==> src/rtl/adc_seq_pkg.sv <==
package adc_seq_pkg;
  localparam logic [1:0] MODE_AUTO = 2'b10;
  localparam int MIN_DIV = 2;
endpackage

==> src/rtl/adc_clk_div.sv <==
module adc_clk_div #(
  parameter int DIV_W   = 8,
  parameter int MIN_DIV = 2
) (
  input  logic             clk,
  input  logic             rst,
  input  logic [DIV_W-1:0] div_set,
  output logic             tick
);
  logic [DIV_W-1:0] eff_div;
  logic [DIV_W-1:0] cnt;

  // small settings clamp to the minimum legal ratio
  always_comb eff_div = (div_set < DIV_W'(MIN_DIV)) ? DIV_W'(MIN_DIV) : div_set;

  always_ff @(posedge clk) begin
    if (rst) begin
      cnt  <= '0;
      tick <= 1'b0;
    end else if (cnt >= eff_div - DIV_W'(1)) begin
      cnt  <= '0;
      tick <= 1'b1;
    end else begin
      cnt  <= cnt + DIV_W'(1);
      tick <= 1'b0;
    end
  end

  AST_TICK_SPACED: assert property (@(posedge clk) disable iff (rst)
    tick |=> !tick);
endmodule

==> src/rtl/conv_timer.sv <==
module conv_timer #(
  parameter int CONV_CYCLES = 26,
  localparam int CNT_W = $clog2(CONV_CYCLES)
) (
  input  logic clk,
  input  logic rst,
  input  logic tick,
  input  logic active,
  input  logic clear,
  output logic done
);
  logic [CNT_W-1:0] tcnt;

  assign done = active && tick && (tcnt == CNT_W'(CONV_CYCLES - 1));

  always_ff @(posedge clk) begin
    if (rst || clear) tcnt <= '0;
    else if (active && tick) tcnt <= tcnt + CNT_W'(1);
  end

  AST_TCNT_BOUND: assert property (@(posedge clk) disable iff (rst)
    tcnt <= CNT_W'(CONV_CYCLES - 1));
endmodule

==> src/rtl/chan_pick.sv <==
module chan_pick #(
  parameter int MASK_W = 16,
  localparam int ADDR_W = (MASK_W > 1) ? $clog2(MASK_W) : 1
) (
  input  logic [MASK_W-1:0] mask,
  input  logic [ADDR_W-1:0] cur,
  output logic [ADDR_W-1:0] first_ch,
  output logic [ADDR_W-1:0] next_ch,
  output logic              is_last
);
  logic [ADDR_W-1:0] above_ch;
  logic              found_above;

  // descending scan: the last hit written is the lowest qualifying bit
  always_comb begin
    first_ch    = '0;
    above_ch    = '0;
    found_above = 1'b0;
    for (int i = MASK_W - 1; i >= 0; i--) begin
      if (mask[i]) first_ch = ADDR_W'(i);
      if (mask[i] && (i > int'(cur))) begin
        above_ch    = ADDR_W'(i);
        found_above = 1'b1;
      end
    end
    next_ch = found_above ? above_ch : first_ch;
    is_last = !found_above;
  end
endmodule

==> src/rtl/adc_conv_sequencer.sv <==
module adc_conv_sequencer
  import adc_seq_pkg::*;
#(
  parameter int DIV_W       = 8,
  parameter int MASK_W      = 16,
  parameter int DATA_W      = 16,
  parameter int CONV_CYCLES = 26,
  localparam int ADDR_W = (MASK_W > 1) ? $clog2(MASK_W) : 1
) (
  input  logic              clk,
  input  logic              rst,
  input  logic [DIV_W-1:0]  div_set,
  input  logic [MASK_W-1:0] chan_mask,
  input  logic [1:0]        seq_mode,
  input  logic [DATA_W-1:0] sample_in,
  output logic              adc_clk_en,
  output logic              busy,
  output logic [ADDR_W-1:0] chan_addr,
  output logic              eoc,
  output logic              eos,
  output logic [DATA_W-1:0] data_out,
  output logic              data_rdy
);
  logic              tick;
  logic              done;
  logic              active;
  logic              run;
  logic              start;
  logic [ADDR_W-1:0] first_ch;
  logic [ADDR_W-1:0] next_ch;
  logic              ch_last;
  logic [DATA_W-1:0] res_q;

  assign run        = (seq_mode == MODE_AUTO) && (|chan_mask);
  assign start      = !active && run && tick;
  assign adc_clk_en = tick;

  adc_clk_div #(.DIV_W(DIV_W), .MIN_DIV(MIN_DIV)) u_div (
    .clk(clk), .rst(rst), .div_set(div_set), .tick(tick)
  );

  conv_timer #(.CONV_CYCLES(CONV_CYCLES)) u_timer (
    .clk(clk), .rst(rst), .tick(tick), .active(active),
    .clear(start || done), .done(done)
  );

  chan_pick #(.MASK_W(MASK_W)) u_pick (
    .mask(chan_mask), .cur(chan_addr), .first_ch(first_ch),
    .next_ch(next_ch), .is_last(ch_last)
  );

  always_ff @(posedge clk) begin
    if (rst) begin
      active    <= 1'b0;
      busy      <= 1'b0;
      chan_addr <= '0;
      eoc       <= 1'b0;
      eos       <= 1'b0;
      res_q     <= '0;
      data_out  <= '0;
      data_rdy  <= 1'b0;
    end else begin
      eoc      <= done;
      eos      <= done && ch_last;
      data_rdy <= eos;
      if (eos) data_out <= res_q;
      if (done) begin
        res_q <= sample_in;
        busy  <= 1'b0;
        if (!run) active <= 1'b0;
      end else if (start) begin
        active    <= 1'b1;
        busy      <= 1'b1;
        chan_addr <= first_ch;
      end else if (eoc && active) begin
        // one-cycle gap: step to the next channel or halt
        if (run) begin
          busy      <= 1'b1;
          chan_addr <= next_ch;
        end else begin
          active <= 1'b0;
        end
      end
    end
  end

  AST_EOS_IN_EOC: assert property (@(posedge clk) disable iff (rst)
    eos |-> eoc);
  AST_EOC_PULSE: assert property (@(posedge clk) disable iff (rst)
    eoc |=> !eoc);
  AST_BUSY_FALLS_AT_EOC: assert property (@(posedge clk) disable iff (rst)
    $fell(busy) |-> eoc);
  AST_BUSY_LOW_IN_EOC: assert property (@(posedge clk) disable iff (rst)
    eoc |-> !busy);
  AST_ZERO_MASK_IDLE: assert property (@(posedge clk) disable iff (rst)
    (chan_mask == '0 && !busy) |=> !busy);
  AST_MODE_GATE: assert property (@(posedge clk) disable iff (rst)
    (seq_mode != MODE_AUTO && !busy) |=> !busy);
  AST_DRDY_AFTER_EOS: assert property (@(posedge clk) disable iff (rst)
    data_rdy |-> $past(eos));
endmodule

==> config.mk <==
export PLATFORM = sky130hd
export DESIGN_NAME = adc_conv_sequencer
export DESIGN_NICKNAME = d
export VERILOG_FILES = /design/src/rtl/adc_seq_pkg.sv /design/src/rtl/adc_clk_div.sv /design/src/rtl/conv_timer.sv /design/src/rtl/chan_pick.sv /design/src/rtl/adc_conv_sequencer.sv
export SDC_FILE = /design/constraint.sdc
export NUM_CORES = 1
export LEC_CHECK = 0
export ABC_CLOCK_PERIOD_IN_PS = 2650
export BUFFER_PORTS_ARGS = -buffer_cell sky130_fd_sc_hd__buf_2
export CAP_MARGIN = 25
export CORE_UTILIZATION = 49
export CTS_CLUSTER_DIAMETER = 150
export DETAILED_ROUTE_END_ITERATION = 6
export GPL_TIMING_DRIVEN = 0
export PLACE_DENSITY_LB_ADDON = 0.08
export SYNTH_ARGS = -nofsm -noshare
export SYNTH_HDL_FRONTEND = slang
export SYNTH_HIERARCHICAL = 1
export SYNTH_SLANG_ARGS = --single-unit
==> constraint.sdc <==
create_clock -name clk -period 2.65 [get_ports clk]
set_input_delay 0.265 -clock clk [delete_from_list [all_inputs] [get_ports clk]]
set_output_delay 0.265 -clock clk [all_outputs]
set_load 0.05 [all_outputs]
Word-level counts from Yosys, hierarchy flattened --
Index checks and enable logic that the tools add are counted.
Operators by class: bitwise logic cells 1, add/subtract/negate cells 3, equality and inequality tests 2, $lt $le $gt $ge 17, mux-type cells 59, reductions and logical operators 34
Operators by type and width (count):
- 2-to-1 mux 4 bit | 35
- greater-than comparator 4 bit (first input constant) | 8
- 2-to-1 mux 1 bit | 23
- logical AND 1 bit | 22
- greater-than comparator 3 x 4 -> 1 bit (first input constant) | 4
- OR reduction 16 bit | 1
- adder 8 x 1 -> 8 bit (second input constant) | 1
- greater-or-equal comparator 8 bit | 1
- greater-than comparator 2 x 4 -> 1 bit (first input constant) | 2
- less-than comparator 8 x 2 -> 1 bit (second input constant) | 1
- 2-to-1 mux 8 bit | 1
- subtractor 8 x 1 -> 8 bit (second input constant) | 1
- adder 5 x 1 -> 5 bit (second input constant) | 1
- == test 5 bit (second input constant) | 1
- greater-than comparator 1 x 4 -> 1 bit (first input constant) | 1
- nonzero test 2 bit | 2
- OR reduction 2 bit | 2
- AND reduction 3 bit | 1
- nonzero test 3 bit | 1
- == test 2 bit (second input constant) | 1
- zero test 1 bit | 2
- logical OR 1 bit | 2
- AND reduction 2 bit | 1
- inverter 1 bit | 1
Word-level totals: logic and storage cells 127, output and inout port bits 25, bits of input ports 44, register bits 55

Logic depth before layout (Yosys ltp) --
Gate-level depths: netlist (run 1).
word-level depth 21, depth in mapped cells 12, gate-level depth less buffers 12

Cells and area by module --
The synthesis (run 1) kept the hierarchy.
By module, submodules not included:
- adc_conv_sequencer | instances 1, seq. area each 820.8 um^2, area each 1612.8 um^2, cells each 155
- chan_pick | instances 1, seq. area each 0.0 um^2, area each 670.6 um^2, cells each 104
- adc_clk_div | instances 1, seq. area each 180.2 um^2, area each 629.4 um^2, cells each 74
- conv_timer | instances 1, seq. area each 100.1 um^2, area each 237.7 um^2, cells each 28

Worst setup path after synthesis (run 1) --
No wires, ideal clock.
path type in2reg, start point input div_set[6], end point register u_div.cnt[2], path slack -0.005 ns, stages 12, arrival time 2.529 ns, data required time 2.525 ns, library setup time 0.125 ns, buffers on the path 0, cell sequence nor4_1 > nand2_1 > o21ai_1 > ha_1 > nand2_1 > nor3_1 > xnor2_1 > ha_1 > nand2_1 > or3_1 > o21ai_2 > nor2_1
Between the ends: longest elaborated chain between the ends 5
RTL lines:
- start: declaration | RTL line adc_conv_sequencer.sv:12 | input logic [DIV_W-1:0] div_set,
- less-than comparator 8 x 2 -> 1 bit | RTL line adc_clk_div.sv:14 | always_comb eff_div = (div_set < DIV_W'(MIN_DIV)) ? DIV_W'(MIN_DIV) : div_set;
- 2-to-1 mux 8 bit (*) | RTL line adc_clk_div.sv:14
- subtractor 8 x 1 -> 8 bit (*) | RTL line adc_clk_div.sv:20 | end else if (cnt >= eff_div - DIV_W'(1)) begin
- greater-or-equal comparator 8 bit (*) | RTL line adc_clk_div.sv:20
- OR reduction 2 bit (no source line) (*)
- end signal: assignment | RTL line adc_clk_div.sv:24 | cnt <= cnt + DIV_W'(1);
- end: declaration | RTL line adc_clk_div.sv:11 | logic [DIV_W-1:0] cnt;
Every way passes the cells marked *; elsewhere a longest branch is shown, timed or not. A chain may end at the register's enable or synchronous reset.

Worst setup path in the final report (run 1) --
start point input div_set[7], end point register u_div.cnt[7]
The elaborated chain is that of the path after synthesis.

==> results_dict.tcl, run 1 <==
set metrics [dict create \
    power_frac_comb_pct 11.7 \
    top_layer_used "met4" \
    flow.area_growth_from_synthesis_pct 19.9 \
    postLayoutSetupSlackWorst_ns 0.212 \
    syn-num-nets 417 \
    clkTransAtPathRegs_ns 0.09 \
    num_rows 28 \
    maximum_number_of_pins_on_one_net_before_global_route_repair 17 \
    seqPwrFrac_pct 50.4 \
    synthDistinctLibCells 65 \
    ys_seq_elements 55 \
    fillers 558 \
    tritoncts "built" \
    finalCritPeriodShare_pct 92.0 \
    r2r.worst_path.cells 8 \
    fin_nets 494 \
    groute.usage.overall_pct 20.9 \
    whs_path_depth 3 \
    drc_violation_count_after_routing 0 \
    drt-met1-wl_microns 3270 \
    timing.setup.critical_path_class "input pin to flop" \
    synth.area.top_cells "dfxtp_1, mux2i_1, nor2_1, ha_1, a21oi_1" \
    via_count_of_the_first_global_routing_pass 2468 \
    netlist_area_before_placement_sq_um 3150 \
    core_area_sq_um 6060 \
    h-tree-depth 2 \
    number_of_hold_buffers_added_after_cts 0 \
    yosysWarningCount 6 \
    synth_edf_count 0 \
    starting_density_of_the_core_pct 52.0 \
    hold_violations 0 \
    clockPowerShare_pct 37.9 \
    setup.reg_to_reg.worst_slack_ns 0.48 \
    worstSkewPairLatency_ns 0.30 \
    synth_top_flop_cell "dfxtp_1" \
    drt_wl_total_microns 6890 \
    post_drt_wl_per_cell_microns 13.4 \
    vias_per_cell 5.43 \
    dieHeight_microns 82.2 \
    grt_antenna_before_repair 0 \
    synth_commonest_cells "dfxtp_1, nor2_1, mux2i_1" \
    grt_overflow 0 \
    slowest_stage "or3_4" \
    place_congestion 0.817 \
    detail_route.iter0.violations 135 \
    hold_ws_ns 0.194 \
    power_report.internal_total_mw 1.29 \
    cts_max_path_buffers 2 \
    rsz0062_at_grt "no" \
    total_switching_power_mw 0.373 \
    worst_ir_drop_vdd_mv 0.292 \
    detailedPlacementHpwl_microns 5080 \
    switching_share_pct 22.4 \
    post_route_cells_drive_above_1_share_pct 27.3 \
    clkSinkCount 55 \
    synth_largest_area_cell "dfxtp_1" \
    critical_path.cell_chain "buf_2, nor4_4, nand2_1, o21ai_2, ha_2, nand2_2, nor3_2, xnor2_1, ha_1, nand2_2, or3_4, o21ai_4, nor2_1" \
    multi_input_area_sq_um 1950 \
    grt_first_pass_wirelength_microns 11000 \
    synth_seq_area_share_pct 34.9 \
    run_status "completed" \
    drt-pass1-iter-count 4 \
    finalCriticalPeriod_ns 2.44 \
    critical_path_data_required_time_ns 2.85 \
    final_setup_violating_endpoints 0 \
    final-seq-area_sq_um 1100 \
    clock_skew_ns 0.00582 \
    floorplan.die_area_sq_um 6750 \
    timing_worst_slew_pin_value_ns 0.503 \
    met2_wirelength_from_detailed_routing_microns 3260 \
    postSynthCellCount 361 \
    detailroute.via_count 2789 \
    detailedPlace.worstSlack_ns -0.423 \
    clock.fmax_mhz 410 \
    timing.hold.worst.class "input pin to flop" \
    diodes 0 \
    die_x_microns 82.2 \
    timing_max_transition_violations_final 0 \
    end_kind "flop" \
    p_leak_nw 1.56 \
    synth-async-reset-ratio_pct 0 \
    critical_path.startpoint_type "input pin" \
    postRouteAntennaNets 0 \
    port_buffers 68 \
    slew-limit-headroom_pct 66.5 \
    route.met3.wl_microns 298 \
    cts_inserted_buffers 5 \
    max_cap_violations 0 \
    post_synth.cell_area_avg_sq_um 8.73 \
    timing.critical_path.arrival_ns 2.64 \
    slowest_delay_ns 0.38 \
    synth_largest_type_area_fraction_pct 34.9 \
    power_dens_cells_nw_per_um2 440 \
    worstPathMaxFanout 8 \
    pin_count 69 \
    cp_common_cell "nand2_2" \
    ctsRootBufferMaster "clkbuf_8" \
    totalPowerFinal_mw 1.66 \
]
[sequential cells by signal (all words and copies together) (netlist names)]
| signal | flops |
|---|---|
| data_rdy | 1 |
| eoc | 1 |
| eos | 1 |
| u_div/cnt | 8 |
| res_q | 16 |
| u_timer/tcnt | 5 |
| data_out | 16 |
| busy | 1 |
| u_div/tick | 1 |
| chan_addr | 4 |
| active | 1 |
[cell type report]
cell class / count / share of cell area, %
clock inverters: 2 / 1.59
plain buffers: 16 / 2.42
clock buffers: 6 / 1.92
repair buffers: 70 / 9.41
multi-input cells: 277 / 51.7
inverters: 13 / 1.29
flip-flops and latches: 55 / 29.2
well taps: 75 / 2.49
[per-stage QoR]
stage | util [%] | cell area, sq um | instances | setup TNS, ns
after floorplan | - | 3160 | 361 | 0
after global placement | 59.2 | 3590 | 504 | -2.52
after detailed placement | 59.2 | 3590 | 504 | -3.44
after CTS | 61.7 | 3740 | 512 | 0
after global routing | 62.3 | 3780 | 514 | 0
final | 62.3 | 3780 | 514 | 0
[cell usage in the layout, fill, tap and decap left out, drive strengths merged, types with 2 or more instances in the layout]
cell type	Yosys	routed
a211o	2	2
a21boi	5	5
a21o	3	3
a21oi	17	17
a22oi	2	2
a31oi	7	7
and2	2	2
and3	2	2
buf	10	80
bufinv	0	2
clkbuf	6	12
dfxtp	55	55
ha	12	12
inv	13	13
mux2i	33	33
nand2	23	23
nand2b	8	8
nand3	17	17
nor2	56	56
nor2b	8	8
nor3	11	11
nor4	8	8
o211ai	2	2
o21a	3	3
o21ai	11	11
o221a	4	4
o22ai	2	2
o2bb2ai	2	2
o31ai	4	4
o32ai	2	2
or2	2	2
or3	5	5
xnor2	3	3
xor2	8	8
[routing by layer]
metal | up-vias | GRT usage (%)
li1 | 1449 | -
met1 | 1271 | 27.8
met2 | 62 | 35.2
met3 | 7 | 3.41
met4 | 0 | 4.74
met5 | - | 0
[power by group through the flow]
| stage | Sequential (mW) | Combinational, mW | Clock [mW] |
|---|---|---|---|
| after floorplan | 0.856 | 0.108 | 0 |
| after global placement | 0.857 | 0.183 | 0 |
| after detailed placement | 0.857 | 0.185 | 0 |
| after CTS | 0.838 | 0.190 | 0.649 |
| after global routing | 0.839 | 0.217 | 0.673 |
| final | 0.838 | 0.195 | 0.630 |
[final timing paths]
check	start	end
worst max-delay path	div_set[7]	u_div/cnt[7]
worst min-delay path	sample_in[1]	res_q[1]
worst max register to register	chan_addr[1]	chan_addr[1]
worst min register to register	data_out[15]	data_out[15]
[kinds of logic (layout without fill, tap and decap cells)]
logic type,count (synthesis),count (layout),share of synthesized area [%]
muxes,33,33,10.5
adders and majority gates,12,12,4.77
and+or+nand+nor,145,145,24.2
buffers and inverters,29,107,4.45
DFF,55,55,34.9
xor gates and xnor gates,11,11,3.06
AOI/OAI and AO/OA,76,76,18.1
[timing repair]
item                       in CTS  in global routing
pin swaps                       0                 11
setup buffers                   0                  2
gates resized for setup         2                  6
setup endpoints to repair       8                  9
[worst max-delay path: cells and delay by family]
kind | cells | cell delay, ns
simple gates | 7 | 1.23
fa+ha+maj | 2 | 0.50
compound gates | 2 | 0.40
buf+inv | 1 | 0.12
xor+xnor | 1 | 0.10
Note: power is estimated with default switching activity, not from simulation.
==> run 2, diff against run 1 <==
Settings changed: ABC_AREA set to 1, SLEW_MARGIN set to 20.
==> run 2 against run 1 <==
  * Sequential share of layout area is 0.41 points higher
  * Combinational power shrank 5%
  * Critical path depth shrank 3
  * Core utilization decreased by 3.3 points
  * Worst hold slack worse by 0.054 ns
  * Non-clock buffer count decreased by 10
  * Final area shrank 1.4%
  * Maximum frequency grew 22%
  * Clock power decreased by 25%
  * Clock skew grew 0.0015 ns
  * Highest routed layer unchanged
==> results_dict.tcl, run 2 <==
set metrics [dict create \
    max_cap_violations 0 \
    cts_inserted_buffers 5 \
    worst_ir_drop_vdd_mv 0.379 \
    timing.critical_path.arrival_ns 2.23 \
    slowest_stage "dfxtp_1" \
    post_route_cells_drive_above_1_share_pct 23.1 \
    p_leak_nw 1.96 \
    fin_tns_setup_ns 0 \
    cts_repair_resize_count 0 \
    timing.hold.worst.class "input pin to flop" \
    clock.fmax_mhz 500 \
    critical_path.cell_chain "inv_1, ha_1, nand4_1, nor2_1, inv_2, buf_1, nand2_1, nor2_2, o21ai_1, a21oi_1" \
    slew-limit-headroom_pct 70.3 \
    hold_ws_ns 0.140 \
    layout.cells.most_common_list "nand2_1, nor2_1, buf_2, inv_1, dfxtp_1" \
    detail_route.iter0.violations 139 \
    end_kind "flop" \
    num_rows 29 \
    power_dens_cells_nw_per_um2 402 \
    dieHeight_microns 82.7 \
    synth_seq_area_share_pct 34.5 \
    final_setup_violating_endpoints 0 \
    tritoncts "built" \
    worstSkewPairLatency_ns 0.30 \
    synth_commonest_cells "nand2_1, nor2_1, inv_1" \
    timing_worst_slew_pin_value_ns 0.445 \
    netlist_area_before_placement_sq_um 3190 \
    fin_nets 608 \
    critical_path.startpoint_type "flop" \
    syn-num-nets 533 \
    yosysMostFrequentCell "nand2_1" \
    vias_per_cell 4.86 \
    post_drt_wl_per_cell_microns 10.9 \
    diodes 0 \
    synthDistinctLibCells 38 \
    ctsRootBufferMaster "clkbuf_8" \
    setup.reg_to_reg.worst_slack_ns 0.65 \
    clkTransAtPathRegs_ns 0.09 \
    synth_top_flop_cell "dfxtp_1" \
    die_x_microns 82.7 \
    postSynthCellCount 477 \
    drt-pass1-iter-count 4 \
    timing.setup.critical_path_class "flop to flop" \
    post_synth.cell_area_avg_sq_um 6.69 \
    top_regs "data_out (16), res_q (16), u_div/cnt (8)" \
    port_buffers 68 \
    clkSinkCount 55 \
    number_of_hold_buffers_added_after_cts 0 \
    post-cts-setup-buffer-count 0 \
    ys_seq_elements 55 \
    hold_violations 0 \
    synth_edf_count 0 \
    clock_skew_ns 0.00728 \
    maximum_number_of_pins_on_one_net_before_global_route_repair 17 \
    drt_wl_total_microns 6860 \
    groute.usage.overall_pct 22.0 \
    worstPathMaxFanout 10 \
    synth.area.top_cells "dfxtp_1, nand2_1, nor2_1, inv_1, nand3_1" \
    grt_first_pass_wirelength_microns 11800 \
    slowest_delay_ns 0.38 \
    finalCritPeriodShare_pct 75.4 \
    via_count_of_the_first_global_routing_pass 2822 \
    detailroute.via_count 3060 \
    grt_overflow 0 \
    layout_commonest_cell "nand2_1" \
    floorplan.die_area_sq_um 6840 \
    synth-async-reset-ratio_pct 0 \
    critical_path_data_required_time_ns 2.88 \
    fillers 649 \
    run_status "completed" \
    detailedPlacementHpwl_microns 5470 \
    grt_antenna_before_repair 0 \
    timing_max_transition_violations_final 0 \
    synth_largest_area_cell "dfxtp_1" \
    rsz0062_at_grt "no" \
    cts_max_path_buffers 2 \
    yosysWarningCount 6 \
    synth_largest_type_area_fraction_pct 34.5 \
    postRouteAntennaNets 0 \
    pin_count 69 \
    drc_violation_count_after_routing 0 \
    h-tree-depth 2 \
    core_area_sq_um 6310 \
    place_congestion 0.820 \
    starting_density_of_the_core_pct 50.6 \
    flow.area_growth_from_synthesis_pct 16.7 \
    finalCriticalPeriod_ns 2.00 \
]
## run 2: per-stage QoR
step	power [mW]	utilization, %	std cells	cell area, sq um	setup WS (ns)
detailed placement	1.04	57.5	622	3630	0.357
CTS	1.51	59.0	630	3720	0.644
global placement	1.04	57.5	622	3630	0.413
global route	1.58	59.0	630	3720	0.471
floorplan	0.972	-	477	3190	0.627
finish	1.50	59.0	630	3720	0.651
## run 2: worst paths after layout
path | endpoint | from | depth (start not counted)
worst max-delay path | u_timer/tcnt[1] | u_timer/tcnt[1] | 10
worst max register to register | u_timer/tcnt[1] | u_timer/tcnt[1] | 10
worst min-delay path | res_q[4] | sample_in[4] | 3
worst min register to register | busy | busy | 2
## run 2: power by group
part	total, mW	switching (mW)	internal (mW)	leakage, nW
combinational	0.185	0.109	0.0763	1.47
sequential	0.836	0.00554	0.831	0.443
clock	0.475	0.260	0.215	0.0484
## run 2: layer usage
layer,share of wire (%),vias to the layer above,GRT usage [%]
li1,-,1646,-
met1,46,1345,26.4
met2,48,63,39.1
met3,4.1,6,4.40
met4,1.2,0,6.72
met5,0,-,0
## run 2: logic make-up after synthesis
logic type	Yosys count	share of synthesized area (%)
AO/OA/AOI/OAI	56	11.1
buffers and inverters	79	9.57
adder cells (fa/ha/maj)	12	4.70
flip-flops	55	34.5
AND/OR/NAND/NOR	267	37.9
XOR/XNOR	8	2.19
## run 2: worst max-delay path, delay by kind of cell (launching register included)
family | cells | cell delay (ns)
buffers and inverters | 3 | 0.62
AND/OR/NAND/NOR | 4 | 0.52
AO/OA/AOI/OAI | 2 | 0.22
adder cells (fa/ha/maj) | 1 | 0.18
flip-flops | 1 | 0.38
## run 2: final cells by class
class	count	area, sq um	share of cell area, %
Clock inverter	1	8.76	0.235
Buffer	8	38.8	1.04
Sequential cell	55	1100	29.6
Timing Repair Buffer	68	340	9.14
Tap cell	77	96.3	2.59
Inverter	71	267	7.16
Multi-Input combinational cell	343	1790	48.0
Clock buffer	7	86.3	2.32
==> run 3, diff against run 2 <==
Settings changed: ABC_CLOCK_PERIOD_IN_PS 2650 to 1700.
Clock period 2.65 ns to 1.7 ns, I/O delays scaled along.
==> run 3 against run 2 <==
  * The flow now finishes with violations (negative setup slack)
  * Critical endpoint is now chan_addr[1]
  * Sequential cell count did not move
  * Count of clock-buffer cells in the layout fell by 2
  * Core utilization rose by 6.3 points
  * Setup slack got worse by 0.69 ns
  * Wire length rose by 6.1%
  * Critical path depth rose by 4
  * Via count rose by 3.7%
  * Register-to-register slack got worse by 0.69 ns
  * Sequential power rose by 56%
  * Combinational power rose by 92%
  * Die area did not move
  * Highest routed layer unchanged
==> results_dict.tcl, run 3 (synthesis results as in run 2) <==
set metrics [dict create \
    num_rows 29 \
    port_buffers 68 \
    total_switching_power_mw 0.675 \
    clock_skew_ns 0.00807 \
    die_x_microns 82.7 \
    critical_path.startpoint_type "flop" \
    postRouteAntennaNets 0 \
    groute.usage.overall_pct 21.2 \
    grt_overflow 0 \
    diodes 0 \
    grt_antenna_before_repair 0 \
    h-tree-depth 2 \
    hold_violations 0 \
    power_frac_comb_pct 13.8 \
    dieHeight_microns 82.7 \
    switching_share_pct 26.2 \
    worstPathMaxFanout 6 \
    route.met3.wl_microns 217 \
    max_cap_violations 0 \
    drt_wl_total_microns 7280 \
    p_leak_nw 2.15 \
    flow.area_growth_from_synthesis_pct 29.1 \
    detailedPlacementHpwl_microns 5520 \
    layout.cells.most_common_list "nand2_1, nor2_1, buf_2, inv_1, dfxtp_1" \
    critical_path_data_required_time_ns 1.92 \
    maximum_number_of_pins_on_one_net_before_global_route_repair 20 \
    multi_input_area_sq_um 1930 \
    drt-met1-wl_microns 3370 \
    timing.critical_path.arrival_ns 1.96 \
    finalCritPeriodShare_pct 102 \
    drt-pass1-iter-count 4 \
    end_kind "flop" \
    timing.setup.critical_path_class "flop to flop" \
    place_congestion 0.798 \
    core_area_sq_um 6310 \
    vias_per_cell 4.90 \
    clkSinkCount 55 \
    layout_commonest_cell "nand2_1" \
    grt_first_pass_wirelength_microns 11200 \
    worst_ir_drop_vdd_mv 0.620 \
    power_dens_cells_nw_per_um2 625 \
    timing_max_transition_violations_final 0 \
    finalCriticalPeriod_ns 1.74 \
    postLayoutSetupSlackWorst_ns -0.0418 \
    floorplan.die_area_sq_um 6840 \
    run_status "finished, violations left" \
    cts_max_path_buffers 2 \
    drc_violation_count_after_routing 0 \
    ctsRootBufferMaster "clkbuf_8" \
    post_drt_wl_per_cell_microns 11.2 \
    pin_count 69 \
    detailroute.via_count 3172 \
    tritoncts "built" \
    seqPwrFrac_pct 50.4 \
    final-seq-area_sq_um 1120 \
    timing.hold.worst.class "input pin to flop" \
    totalPowerFinal_mw 2.58 \
    post_route_cells_drive_above_1_share_pct 31.5 \
    fillers 606 \
    failed_checks "negative setup slack" \
    slew-limit-headroom_pct 68.3 \
    top_regs "data_out (16), res_q (16), u_div/cnt (8)" \
    timing_worst_slew_pin_value_ns 0.475 \
    fin_nets 626 \
    clkTransAtPathRegs_ns 0.11 \
    final_setup_violating_endpoints 1 \
    detailedPlace.worstSlack_ns -0.489 \
    cts_inserted_buffers 5 \
    rsz0062_at_grt "yes" \
    via_count_of_the_first_global_routing_pass 2736 \
    met2_wirelength_from_detailed_routing_microns 3640 \
    starting_density_of_the_core_pct 50.6 \
    top_layer_used "met4" \
    detail_route.iter0.violations 86 \
    worstSkewPairLatency_ns 0.32 \
    clockPowerShare_pct 35.8 \
    clock.fmax_mhz 574 \
    power_report.internal_total_mw 1.90 \
]
run 3: final cells by class:
cell class / count / area share [%]
well taps: 77 / 2.34
multi-input cells: 343 / 46.9
flip-flops and latches: 55 / 27.2
inverters: 71 / 7.14
clock buffers: 5 / 1.67
repair buffers: 86 / 12.5
clock inverters: 3 / 1.21
plain buffers: 8 / 1.12
run 3: metrics by stage:
step	cell area, sq um	cells	hold slack [ns]	utilization (%)	TNS (ns)
floorplan	3240	477	0.232	-	-0.489
global placement	3670	622	0.360	58.2	-5.08
detailed placement	3670	622	0.361	58.2	-5.51
CTS	3900	636	0.0253	61.8	-0.0694
global route	4120	648	0.0295	65.3	-1.38
finish	4120	648	0.0305	65.3	-0.0418
run 3: timing repair:
item / in CTS / in global routing
resized for setup: 14 / 39
endpoints found under the hold margin: 0 / 0
buffers inserted: 6 / 12
setup endpoints to repair: 26 / 27
pin swaps: 19 / 27
hold buffers: 0 / 0
run 3: worst max-delay path, stage by stage, from the launching register on:
cell      delay (ns)
dfxtp_4         0.39
nand2_4         0.09
inv_2           0.04
nor2_1          0.09
inv_1           0.06
and2_4          0.16
a21oi_2         0.12
nor2_1          0.05
o21bai_1        0.15
a21oi_1         0.09
a21o_1          0.15
nand2_1         0.06
nand2_1         0.05
nor2_1          0.11
nor2_1          0.04
run 3: per-layer routing:
| metal | global-route usage, % | vias up |
|---|---|---|
| met1 | 25.4 | 1438 |
| li1 | - | 1684 |
| met5 | 0 | - |
| met3 | 4.07 | 6 |
| met2 | 38.5 | 44 |
| met4 | 5.34 | 0 |
run 3: worst paths after layout:
check / endpoint / cells past startpoint / from / slack (ns)
worst max-delay path: chan_addr[1] / 14 / chan_addr[3] / -0.04
worst min-delay path: res_q[4] / 3 / sample_in[4] / 0.03
worst max register to register: chan_addr[1] / 14 / chan_addr[3] / -0.04
worst min register to register: data_out[15] / 2 / res_q[15] / 0.47
run 3: power groups by stage:
stage	Combinational (mW)	Sequential (mW)	Clock (mW)
floorplan	0.186	1.33	0
global placement	0.291	1.33	0
detailed placement	0.299	1.33	0
CTS	0.310	1.30	0.942
global route	0.401	1.30	0.981
finish	0.355	1.30	0.922
